File: config.mk
export PLATFORM = sky130hd
export DESIGN_NAME = plat_regs_top
export DESIGN_NICKNAME = d
export VERILOG_FILES = /design/src/rtl/plat_regs_pkg.sv /design/src/rtl/plat_regs_decode.sv /design/src/rtl/plat_regs_rdata.sv /design/src/rtl/plat_regs_rstgen.sv /design/src/rtl/plat_regs_top.sv
export SDC_FILE = /design/constraint.sdc
export NUM_CORES = 1
export LEC_CHECK = 0
export ABC_AREA = 1
export CAP_MARGIN = 20
export CELL_PAD_IN_SITES_DETAIL_PLACEMENT = 1
export CELL_PAD_IN_SITES_GLOBAL_PLACEMENT = 2
export CORE_MARGIN = 3
export CORE_UTILIZATION = 25
export CTS_CLUSTER_SIZE = 20
export DETAILED_ROUTE_END_ITERATION = 8
export DONT_BUFFER_PORTS = 1
export GPL_ROUTABILITY_DRIVEN = 0
export PLACE_DENSITY = 0.7
export SLEW_MARGIN = 20
export SYNTH_ARGS = -nofsm -noshare
export SYNTH_HDL_FRONTEND = slang
export SYNTH_SLANG_ARGS = --single-unit
File: constraint.sdc
create_clock -name clk -period 2.3 [get_ports clk]
set_input_delay 0.46 -clock clk [delete_from_list [all_inputs] [get_ports clk]]
set_output_delay 0.46 -clock clk [all_outputs]
set_load 0.01 [all_outputs]
File: src/rtl/plat_regs_pkg.sv
package plat_regs_pkg;

  localparam int unsigned DATA_W        = 32;
  localparam int unsigned WORD_BYTES    = 4;
  localparam int unsigned NUM_WORDS     = 19;
  localparam int unsigned IDX_W         = $clog2(NUM_WORDS);
  localparam int unsigned FIELD8_W      = 8;
  localparam int unsigned MEM_SIZE_W    = 4;
  localparam int unsigned MEM_MHZ_W     = 12;
  localparam int unsigned RST_REQ_BIT   = 4;

  typedef enum logic [IDX_W-1:0] {
    RG_ID        = 5'd0,
    RG_CORE_REV  = 5'd1,
    RG_SHELL_REV = 5'd2,
    RG_CLK_STAT  = 5'd3,
    RG_RST_CTL   = 5'd4,
    RG_MEM_STAT  = 5'd5,
    RG_LINK_STAT = 5'd6,
    RG_FLASH_CTL = 5'd7,
    RG_SPARE0    = 5'd8,
    RG_SPARE1    = 5'd9,
    RG_SPARE2    = 5'd10,
    RG_SPARE3    = 5'd11,
    RG_CLK_DIV   = 5'd12,
    RG_FEATURE   = 5'd13,
    RG_MEM_CFG   = 5'd14,
    RG_LINK0_WIN = 5'd15,
    RG_LINK1_WIN = 5'd16,
    RG_LINK2_WIN = 5'd17,
    RG_SYS_CTL   = 5'd18
  } word_e;

  localparam logic [DATA_W-1:0] MEM_STAT_VALUE = 32'h0000_0005;
  localparam logic [DATA_W-1:0] FEATURE_VALUE  = 32'h0000_000E;

  function automatic logic [DATA_W-1:0] pack_clk_div(input logic [FIELD8_W-1:0] mhz);
    logic [FIELD8_W-1:0] one;
    one = FIELD8_W'(1);
    return {one, one, mhz, one};
  endfunction

  function automatic logic [DATA_W-1:0] pack_mem_cfg(input logic [MEM_SIZE_W-1:0] gib);
    logic [DATA_W-1:0] v;
    v = '0;
    v[MEM_SIZE_W +: MEM_MHZ_W] = '1;
    v[MEM_SIZE_W-1:0]          = gib;
    return v;
  endfunction

  function automatic logic [DATA_W-1:0] word_value(input int unsigned idx,
                                                   input logic [FIELD8_W-1:0] mhz,
                                                   input logic [MEM_SIZE_W-1:0] gib);
    case (idx)
      int'(RG_MEM_STAT): return MEM_STAT_VALUE;
      int'(RG_CLK_DIV):  return pack_clk_div(mhz);
      int'(RG_FEATURE):  return FEATURE_VALUE;
      int'(RG_MEM_CFG):  return pack_mem_cfg(gib);
      default:           return '0;
    endcase
  endfunction

endpackage

File: src/rtl/plat_regs_decode.sv
module plat_regs_decode
  import plat_regs_pkg::*;
#(
  parameter int unsigned DEC_W  = 16,
  parameter int unsigned SIZE_W = 4
) (
  input  logic                 req_valid,
  input  logic                 req_write,
  input  logic [DEC_W-1:0]     offset,
  input  logic                 wdata_rst_bit,
  input  logic [SIZE_W-1:0]    req_size,
  output logic                 acc_go,
  output logic [NUM_WORDS-1:0] word_sel,
  output logic                 unimpl_evt,
  output logic                 rst_req_evt
);

  localparam int unsigned LIMIT = NUM_WORDS * WORD_BYTES;

  logic        aligned;
  logic        in_range;
  logic        known;
  logic [IDX_W-1:0] idx;

  assign acc_go   = req_valid && (req_size == SIZE_W'(WORD_BYTES));
  assign aligned  = (offset[1:0] == 2'b00);
  assign in_range = (32'(offset) < LIMIT);
  assign known    = aligned && in_range;
  assign idx      = offset[IDX_W+1:2];

  for (genvar g = 0; g < NUM_WORDS; g++) begin : g_sel
    assign word_sel[g] = acc_go && known && (idx == IDX_W'(g));
  end

  assign unimpl_evt  = acc_go && !known;
  assign rst_req_evt = req_write && wdata_rst_bit && word_sel[int'(RG_RST_CTL)];

endmodule

File: src/rtl/plat_regs_rdata.sv
module plat_regs_rdata
  import plat_regs_pkg::*;
#(
  parameter int unsigned GIB_W = 8
) (
  input  logic [NUM_WORDS-1:0] word_sel,
  input  logic [FIELD8_W-1:0]  cfg_ref_mhz,
  input  logic [GIB_W-1:0]     cfg_mem_gib,
  output logic [DATA_W-1:0]    rd_value,
  output logic                 cfg_error
);

  logic [DATA_W-1:0] term [NUM_WORDS];

  for (genvar g = 0; g < NUM_WORDS; g++) begin : g_term
    assign term[g] = word_sel[g] ?
      word_value(g, cfg_ref_mhz, cfg_mem_gib[MEM_SIZE_W-1:0]) : '0;
  end

  always_comb begin
    rd_value = '0;
    for (int i = 0; i < NUM_WORDS; i++) rd_value = rd_value | term[i];
  end

  assign cfg_error = |cfg_mem_gib[GIB_W-1:MEM_SIZE_W];

endmodule

File: src/rtl/plat_regs_rstgen.sv
module plat_regs_rstgen (
  input  logic clk,
  input  logic rst_n,
  input  logic rst_req_evt,
  output logic pulse
);

  always_ff @(posedge clk or negedge rst_n) begin
    if (!rst_n) pulse <= 1'b0;
    else        pulse <= rst_req_evt && !pulse;
  end

  assert_pulse_single_R11: assert property (@(posedge clk) disable iff (!rst_n)
    pulse |=> !pulse);

  assert_pulse_cause_R10: assert property (@(posedge clk) disable iff (!rst_n)
    $rose(pulse) |-> $past(rst_req_evt));

endmodule

File: src/rtl/plat_regs_top.sv
module plat_regs_top
  import plat_regs_pkg::*;
#(
  parameter int unsigned ADDR_W = 32,
  parameter int unsigned DEC_W  = 16,
  parameter int unsigned SIZE_W = 4,
  parameter int unsigned GIB_W  = 8
) (
  input  logic                clk,
  input  logic                rst_n,
  input  logic                req_valid,
  input  logic                req_write,
  input  logic [ADDR_W-1:0]   req_addr,
  input  logic [DATA_W-1:0]   req_wdata,
  input  logic [SIZE_W-1:0]   req_size,
  input  logic [FIELD8_W-1:0] cfg_ref_mhz,
  input  logic [GIB_W-1:0]    cfg_mem_gib,
  output logic                rsp_valid,
  output logic [DATA_W-1:0]   rsp_rdata,
  output logic                sys_reset_pulse,
  output logic                unimpl_flag,
  output logic                cfg_error
);

  logic                 acc_go;
  logic [NUM_WORDS-1:0] word_sel;
  logic                 unimpl_evt;
  logic                 rst_req_evt;
  logic [DATA_W-1:0]    rd_value;

  plat_regs_decode #(.DEC_W(DEC_W), .SIZE_W(SIZE_W)) u_decode (
    .req_valid     (req_valid),
    .req_write     (req_write),
    .offset        (req_addr[DEC_W-1:0]),
    .wdata_rst_bit (req_wdata[RST_REQ_BIT]),
    .req_size      (req_size),
    .acc_go        (acc_go),
    .word_sel      (word_sel),
    .unimpl_evt    (unimpl_evt),
    .rst_req_evt   (rst_req_evt)
  );

  plat_regs_rdata #(.GIB_W(GIB_W)) u_rdata (
    .word_sel    (word_sel),
    .cfg_ref_mhz (cfg_ref_mhz),
    .cfg_mem_gib (cfg_mem_gib),
    .rd_value    (rd_value),
    .cfg_error   (cfg_error)
  );

  plat_regs_rstgen u_rstgen (
    .clk         (clk),
    .rst_n       (rst_n),
    .rst_req_evt (rst_req_evt),
    .pulse       (sys_reset_pulse)
  );

  always_ff @(posedge clk or negedge rst_n) begin
    if (!rst_n) begin
      rsp_valid   <= 1'b0;
      rsp_rdata   <= '0;
      unimpl_flag <= 1'b0;
    end else begin
      rsp_valid   <= req_valid;
      rsp_rdata   <= (acc_go && !req_write) ? rd_value : '0;
      unimpl_flag <= unimpl_evt;
    end
  end

  assert_rsp_follows_R2: assert property (@(posedge clk) disable iff (!rst_n)
    req_valid |=> rsp_valid);

  assert_write_zero_R2: assert property (@(posedge clk) disable iff (!rst_n)
    (req_valid && req_write) |=> (rsp_rdata == '0));

  assert_reject_quiet_R3: assert property (@(posedge clk) disable iff (!rst_n)
    (req_valid && req_size != SIZE_W'(WORD_BYTES)) |=> (!unimpl_flag && rsp_rdata == '0));

  assert_unimpl_with_rsp_R12: assert property (@(posedge clk) disable iff (!rst_n)
    unimpl_flag |-> rsp_valid);

  assert_unimpl_zero_R12: assert property (@(posedge clk) disable iff (!rst_n)
    unimpl_flag |-> (rsp_rdata == '0 && !sys_reset_pulse));

endmodule

==> impl_summary.log, run 1 <==
[metrics] run status: completed
[metrics] Die Outline Area: 4620 µm²
[metrics] kind of cell adding the most delay to the critical path: simple AND/OR/NAND/NOR gates
[metrics] via count of the first global-routing pass: 706
[metrics] maximum fanout encountered on the critical timing path: 1
[metrics] count of pins on the block boundary: 124
[metrics] IO buf count: 0
[metrics] clock tree from TritonCTS: built
[metrics] total routing resource utilization after global routing: 9.66%
[metrics] CTS sink cnt: 17
[metrics] cell depth of the worst hold path: 0
[metrics] syn avg cell area: 8.80 µm²
[metrics] number of buffers added by the clock tree synthesis step: 3
[metrics] class of the most critical setup path: input pin to primary output
[metrics] highest clock frequency the design can meet: around 0.67 GHz
[metrics] max_cap viols: 0
[metrics] wire length of the first global-routing pass: 3.27 mm
[metrics] YS warnings: 0
[metrics] worst-case clock buffer depth: 2
[metrics] worst r2r src: u_rstgen.pulse
[metrics] maximum number of pins on one net before global-route repair: 18
[metrics] unrepaired setup endpoints after global routing: false
[metrics] placement row count: 21
[metrics] worst-path cell with the longest stage delay: or4_1
[metrics] total of hold buffers inserted after clock tree synthesis: 1
[metrics] TNS Setup: 0 ns
[metrics] clock skew: 0 ns
[metrics] static power due to leakage: 0.549 nW
[metrics] drt drc: 0
[metrics] longest individual stage delay on the worst path: 0.58 ns
[metrics] logic depth of the worst register-to-register path: 2
[metrics] most numerous cell types in the synthesized netlist: 21 x nand2_1, 18 x buf_4, 17 x dfrtp_1
[metrics] final net count: 197
[metrics] layout overhead on the synthesized area: 1.69%
[metrics] clock edge transition at the registers on the reported setup and hold paths: 0.06 ns
[metrics] vertical extent of the die: 68.0 µm
[metrics] CP cell instances: or4_1
[metrics] cells after synthesis: 109
[metrics] final-report max-slew violation count: 0
[metrics] part of the Yosys area used for sequential elements: 44.3%
[metrics] area share of the largest cell type after synthesis: between 40% and 50%
[metrics] peak supply drop: between 0.15 and 0.2 mV
[metrics] worst hold path class: input pin to flip-flop
[metrics] ratio of routed vias to standard cells: roughly 4.4
[metrics] detailed-routing iteration count for the pre-antenna-repair pass: 4
[metrics] final setup violation count: 0
[metrics] clock period minus final worst setup slack: 1.50 ns
[metrics] cell with the most instances after synthesis: nand2_1
[metrics] Synth area leader: dfrtp_1
[metrics] count of distinct cell types in the synthesized netlist: 23
[metrics] layout cell share with drive strength beyond 1: 13.9%
[metrics] residual overflow from global routing: 0
[metrics] initial antenna violation count: 0
[metrics] deepest level of the CTS H-tree: 1
[metrics] hpwl dp: 1.79 mm
[metrics] post-CTS setup-driven buffer insertion count: 0
[metrics] worst-skew pair later-pin latency: 0.25 ns
[metrics] slew at the pin closest to its max-slew limit: 0.779 ns
[metrics] category of the worst setup path capture point: primary output
[metrics] cell types with the largest area share after synthesis: dfrtp_1 44%, buf_4 14%, nand2_1 8.2%
[metrics] wire length per cell after detailed routing: approximately 14 µm
[metrics] register-to-register setup slack: 1.36 ns
[metrics] count of flip-flops with a built-in enable after synthesis: 0
[metrics] share of the clock period used by the worst path: approximately 65%
[metrics] share of synthesized flip-flops with an asynchronous set or reset: 100%
[metrics] Bufs and invs on worst path: 0
[metrics] hold-critical path endpoint: rsp_valid
[metrics] Post-Layout Inst Area: 976 µm²
[metrics] P per Cell Area: 573 nW/µm²
[metrics] Gates resized, CTS repair: 0
[metrics] post-layout total power: 0.559 mW
[metrics] critical register-to-register path endpoint: u_rstgen.pulse
[metrics] number of DRC markers in iteration 0: 18
[metrics] primary flip-flop cell chosen by synthesis mapping: dfrtp_1
[metrics] Final Hold Slack: 0.238 ns
[metrics] Core Box Area: 3520 µm²
[metrics] clock tree root buffer cell: clkbuf_8
[metrics] area of the mapped netlist: 960 µm²
[metrics] number of antenna-violating nets in the routed design: 0
[metrics] via total after detailed routing: 675
[metrics] Initial Util: 27.3%
[metrics] standard cell area after detailed placement: 920 µm²
[metrics] final hold violation count: 0
[metrics] worst slew slack as a fraction of its limit: 47.9%
[metrics] synthesized flop and latch total: 17
[metrics] total wire length: 2.20 mm
[metrics] nature of the critical path startpoint: input pin
[metrics] worst endpoint required time: 1.84 ns
[metrics] die width: 68.0 µm
[metrics] hold_sp: req_valid
[metrics] number of antenna cells inserted: 0
[metrics] arrival time of the worst setup path: around 1.0 ns
-- layout make-up --
class | count | area [µm²]
Clock buffer | 3 | 41.3
Multi-Input combinational cell | 77 | 403
Sequential cell | 17 | 425
Inverter | 9 | 33.8
Tap cell | 46 | 57.6
Fill cell | 434 | 2540
Timing Repair Buffer | 1 | 10.0
Clock inverter | 1 | 5.00
-- state kept, by name, indices dropped and copies added (netlist names) --
name and count:
rsp_valid 1, u_rstgen.pulse 1, rsp_rdata 14, unimpl_flag 1
-- placed cells by master (no fill, tap or decap), types with 2 or more instances in the layout --
cell	count
clkbuf_8	3
nor2_1	12
nand2_1	21
o211ai_1	2
nand3_1	5
dfrtp_1	17
conb_1	14
nand4_1	8
inv_1	8
nand3_2	2
nor2_2	3
-- per-stage QoR --
| stage | util (%) | worst slack [ns] | std cells |
|---|---|---|---|
| floorplan | - | 0.808 | 122 |
| global placement | 26.1 | 0.796 | 149 |
| detailed placement | 26.1 | 0.797 | 149 |
| CTS | 27.7 | 0.797 | 154 |
| global route | 27.7 | 0.798 | 154 |
| finish | 27.7 | 0.801 | 154 |
-- cells by family (layout without fill, tap and decap cells) --
logic type,after synthesis,after routing,share of synthesized area [%]
buffers and inverters,28,14,18.8
DFF,17,17,44.3
AOI/OAI and AO/OA,2,2,1.56
other,1,14,0.391
and+or+nand+nor,61,61,34.9
-- routing by layer --
metal  share of wire, %  global-route usage [%]  wire length [µm]  vias to the layer above
met5                  0                       0                 0                        -
met4                1.3                    6.20                29                        0
met3                 11                    1.81               251                        2
met2                 54                    17.7              1180                       46
met1                 34                    9.94               737                      308
li1                   -                       -                 -                      319
-- how the worst max path moves through the flow --
stage,cells past startpoint,start,to,slack [ns]
floorplan,1,cfg_mem_gib[5],cfg_error,0.81
global placement,1,cfg_mem_gib[5],cfg_error,0.80
detailed placement,1,cfg_mem_gib[5],cfg_error,0.80
CTS,1,cfg_mem_gib[5],cfg_error,0.80
global route,1,cfg_mem_gib[5],cfg_error,0.80
finish,1,cfg_mem_gib[5],cfg_error,0.80
-- report_power, final --
group | switching, mW | internal [mW]
registers | 0.00127 | 0.300
logic | 0.0309 | 0.00811
clock network | 0.0988 | 0.120
Power figures use the tool's default switching activity.
==> run 2, diff against run 1 <==
--- a/config.mk
+++ b/config.mk
@@ -5,7 +5,7 @@
 export SDC_FILE = /design/constraint.sdc
 export NUM_CORES = 1
 export LEC_CHECK = 0
-export ABC_AREA = 1
+export ABC_AREA = 0
 export CAP_MARGIN = 20
 export CELL_PAD_IN_SITES_DETAIL_PLACEMENT = 1
 export CELL_PAD_IN_SITES_GLOBAL_PLACEMENT = 2
@@ -15,7 +15,7 @@
 export DETAILED_ROUTE_END_ITERATION = 8
 export DONT_BUFFER_PORTS = 1
 export GPL_ROUTABILITY_DRIVEN = 0
-export PLACE_DENSITY = 0.7
+export PLACE_DENSITY = 0.71
 export SLEW_MARGIN = 20
 export SYNTH_ARGS = -nofsm -noshare
 export SYNTH_HDL_FRONTEND = slang
==> constraint.sdc (replaced) <==
create_clock -name clk -period 1.33 [get_ports clk]
set_input_delay 0.266 -clock clk [delete_from_list [all_inputs] [get_ports clk]]
set_output_delay 0.266 -clock clk [all_outputs]
set_load 0.01 [all_outputs]
==> run 2 against run 1 <==
Critical path type is now flip-flop to primary output. Clock power rose by 26%. Wire length up 2.5%. Via count shrank 5.2%. Synthesized cell count down 20%. First-iteration DRC count is 50% higher.
==> impl_summary.log, run 2 <==
[metrics] CTS sink cnt: 17 (unchanged)
[metrics] worst endpoint required time: 1.06 ns (was 1.84 ns)
[metrics] TNS Setup: 0 ns (unchanged)
[metrics] worst slew slack as a fraction of its limit: 49.1% (was 47.9%)
[metrics] hold_sp: req_addr[3] (was req_valid)
[metrics] clock tree from TritonCTS: built (unchanged)
[metrics] worst r2r src: u_rstgen.pulse (unchanged)
[metrics] clock period minus final worst setup slack: ~1.1 ns
[metrics] worst-case clock buffer depth: 2 (unchanged)
[metrics] count of flip-flops with a built-in enable after synthesis: 0 (unchanged)
[metrics] clock skew: 0 ns (unchanged)
[metrics] maximum number of pins on one net before global-route repair: 18 (unchanged)
[metrics] number of antenna-violating nets in the routed design: 0 (unchanged)
[metrics] flip-flop count of the largest register after layout: 14 (unchanged)
[metrics] most numerous cell types in the synthesized netlist: 18 x buf_4, 17 x dfrtp_1, 11 x nor3_1 (was 21 x nand2_1, 18 x buf_4, 17 x dfrtp_1)
[metrics] drt drc: 0 (unchanged)
[metrics] layout overhead on the synthesized area: 5.81% (was 1.69%)
[metrics] die width: 66.2 µm (was 68.0 µm)
[metrics] deepest level of the CTS H-tree: 1 (unchanged)
[metrics] number of buffers added by the clock tree synthesis step: 3 (unchanged)
[metrics] hold-critical path endpoint: rsp_rdata[16] (was rsp_valid)
[metrics] IO buf count: 0 (unchanged)
[metrics] final-report max-slew violation count: 0 (unchanged)
[metrics] via count of the first global-routing pass: 736 (was 706)
[metrics] total wire length: 2.25 mm (was 2.20 mm)
[metrics] Initial Util: 26.5% (was 27.3%)
[metrics] hpwl dp: 1.81 mm (was 1.79 mm)
[metrics] wire length per cell after detailed routing: 16.5 µm (was 14.3 µm)
[metrics] detailed-routing iteration count for the pre-antenna-repair pass: 2 (was 4)
[metrics] clock edge transition at the registers on the reported setup and hold paths: 0.10 ns (was 0.06 ns)
[metrics] peak supply drop: 0.212 mV (was 0.159 mV)
[metrics] initial antenna violation count: 0 (unchanged)
[metrics] max_cap viols: 0 (unchanged)
[metrics] final hold violation count: 0 (unchanged)
[metrics] YS warnings: 0 (unchanged)
[metrics] unrepaired setup endpoints after global routing: false (unchanged)
[metrics] category of the worst setup path capture point: primary output (unchanged)
[metrics] cells after synthesis: 87 (was 109)
[metrics] Core Box Area: 3420 µm² (was 3520 µm²)
[metrics] P per Cell Area: 904 nW/µm² (was 573 nW/µm²)
[metrics] share of the clock period used by the worst path: 85.0%
[metrics] maximum fanout encountered on the critical timing path: 4 (was 1)
[metrics] syn avg cell area: 10.4 µm² (was 8.80 µm²)
[metrics] cell types with the largest area share after synthesis: dfrtp_1 47%, buf_4 15%, nor3_1 6.1% (was dfrtp_1 44%, buf_4 14%, nand2_1 8.2%)
[metrics] number of DRC markers in iteration 0: 27 (was 18)
[metrics] Gates resized, CTS repair: 0 (unchanged)
[metrics] count of pins on the block boundary: 124 (unchanged)
[metrics] arrival time of the worst setup path: 0.86 ns (was 1.04 ns)
[metrics] wire length of the first global-routing pass: 3.55 mm (was 3.27 mm)
[metrics] share of synthesized flip-flops with an asynchronous set or reset: 100% (unchanged)
[metrics] area share of the largest cell type after synthesis: 47.0% (was 44.3%)
[metrics] commonest cells after routing, fill and taps aside: 17 x dfrtp_1, 14 x conb_1, 11 x nor3_1, 8 x nor2_1, 5 x nand4_1 (was 21 x nand2_1, 17 x dfrtp_1, 14 x conb_1, 12 x nor2_1)
[metrics] slew at the pin closest to its max-slew limit: 0.760 ns (was 0.779 ns)
[metrics] fin util: 28.0% (was 27.7%)
[metrics] cell depth of the worst hold path: 1 (was 0)
[metrics] layout cell share with drive strength beyond 1: 16.7% (was 13.9%)
[metrics] final net count: 179 (was 197)
[metrics] final setup violation count: 0 (unchanged)
[metrics] static power due to leakage: 0.402 nW (was 0.549 nW)
[metrics] highest clock frequency the design can meet: 0.885 GHz
[metrics] logic depth of the worst register-to-register path: 2 (unchanged)
[metrics] cell with the most instances after synthesis: buf_4 (was nand2_1)
[metrics] primary flip-flop cell chosen by synthesis mapping: dfrtp_1 (unchanged)
[metrics] commonest non-fill, non-tap cell in the layout: dfrtp_1 (was nand2_1)
[metrics] synthesized flop and latch total: 17 (unchanged)
[metrics] worst hold path class: input pin to flip-flop (unchanged)
[metrics] part of the Yosys area used for sequential elements: 47.0% (was 44.3%)
[metrics] Top reg by flops: rsp_rdata (unchanged)
[metrics] clock tree root buffer cell: clkbuf_4 (was clkbuf_8)
[metrics] residual overflow from global routing: 0 (unchanged)
[metrics] number of antenna cells inserted: 0 (unchanged)
[metrics] area of the mapped netlist: 905 µm² (was 960 µm²)
[metrics] count of distinct cell types in the synthesized netlist: 26 (was 23)
[metrics] post-CTS setup-driven buffer insertion count: 0 (unchanged)
[metrics] register-to-register setup slack: 0.22 ns (was 1.36 ns)
[metrics] worst-skew pair later-pin latency: 0.28 ns (was 0.25 ns)
[metrics] vertical extent of the die: 66.2 µm (was 68.0 µm)
[metrics] Die Outline Area: 4380 µm² (was 4620 µm²)
[metrics] filler instances: 401 (was 434)
[metrics] class of the most critical setup path: flip-flop to primary output (was input pin to primary output)
[metrics] ratio of routed vias to standard cells: 4.71 (was 4.38)
[metrics] critical register-to-register path endpoint: u_rstgen.pulse (unchanged)
[metrics] placement row count: 21 (unchanged)
[metrics] nature of the critical path startpoint: flip-flop (was input pin)
[metrics] via total after detailed routing: 640 (was 675)
[metrics] Synth area leader: dfrtp_1 (unchanged)
[metrics] run status: completed (unchanged)
[metrics] total routing resource utilization after global routing: 10.9% (was 9.66%)
## run 2: cell types whose count changed after synthesis, sizes merged, moves of 2 or more
cell and delta:
nand2 -21, a21oi +4, inv -8, nand4 -3
nor2 -8, nand3 -4, o211ai -2, nor3b +3
nor3 +9, nor4b +2
## run 2: area by class of cell
class	instances	area (µm²)	share of cell area (%)
inverters	1	3.75	0.392
multi-input cells	62	380	39.7
flip-flops and latches	17	425	44.4
repair buffers	6	62.6	6.54
well taps	46	57.6	6.01
clock inverters	1	5.00	0.523
clock buffers	3	22.5	2.35
## run 2: metrics by stage
step                instance area, µm²  hold slack, ns  power (mW)  setup WS, ns  instances
floorplan                          953         -0.0296       0.610         0.105        100
global placement                   910         -0.0291       0.584        0.0790        130
detailed placement                 910         -0.0292       0.585        0.0467        130
CTS                                957          0.0228       0.891         0.162        136
global route                       957          0.0157       0.924         0.106        136
finish                             957          0.0397       0.865         0.200        136
## run 2: power by group
| group | internal [mW] | switching (mW) | total [mW] |
|---|---|---|---|
| combinational | 0.0237 | 0.0455 | 0.0692 |
| sequential | 0.519 | 0.00184 | 0.520 |
| clock | 0.112 | 0.164 | 0.275 |
## run 2: repair_timing
item / CTS / global route
endpoints found under the setup margin: 0 / 0
hold buffers: 2 / 0
endpoints found under the hold margin: 18 / 0
## run 2: how the worst max path moves through the flow
stage / start / end / slack, ns / cells after the start
after global routing: u_rstgen.pulse / u_rstgen.pulse / 0.11 / 2
after CTS: rsp_rdata[7] / rsp_rdata[5] / 0.16 / 0
after floorplan: req_addr[12] / unimpl_flag / 0.10 / 3
after global placement: req_addr[9] / rsp_rdata[8] / 0.08 / 4
final: rsp_rdata[7] / rsp_rdata[5] / 0.20 / 0
after detailed placement: req_addr[9] / rsp_rdata[13] / 0.05 / 4
## run 2: layer usage
layer / part of all wire (%) / track usage, % / vias up
met5: 0 / 0 / -
met4: 0.58 / 4.82 / 0
met3: 15 / 5.44 / 2
met2: 49 / 18.6 / 49
met1: 35 / 11.2 / 302
li1: - / - / 287
## run 2: kinds of logic (layout without fill, tap and decap cells)
| logic type | after synthesis | after routing | synth area share [%] |
|---|---|---|---|
| xor gates and xnor gates | 1 | 1 | 0.968 |
| and+or+nand+nor | 41 | 41 | 31.3 |
| buffers and inverters | 21 | 11 | 16.3 |
| other | 1 | 14 | 0.415 |
| AOI/OAI and AO/OA | 6 | 6 | 4.01 |
| DFF | 17 | 17 | 47.0 |
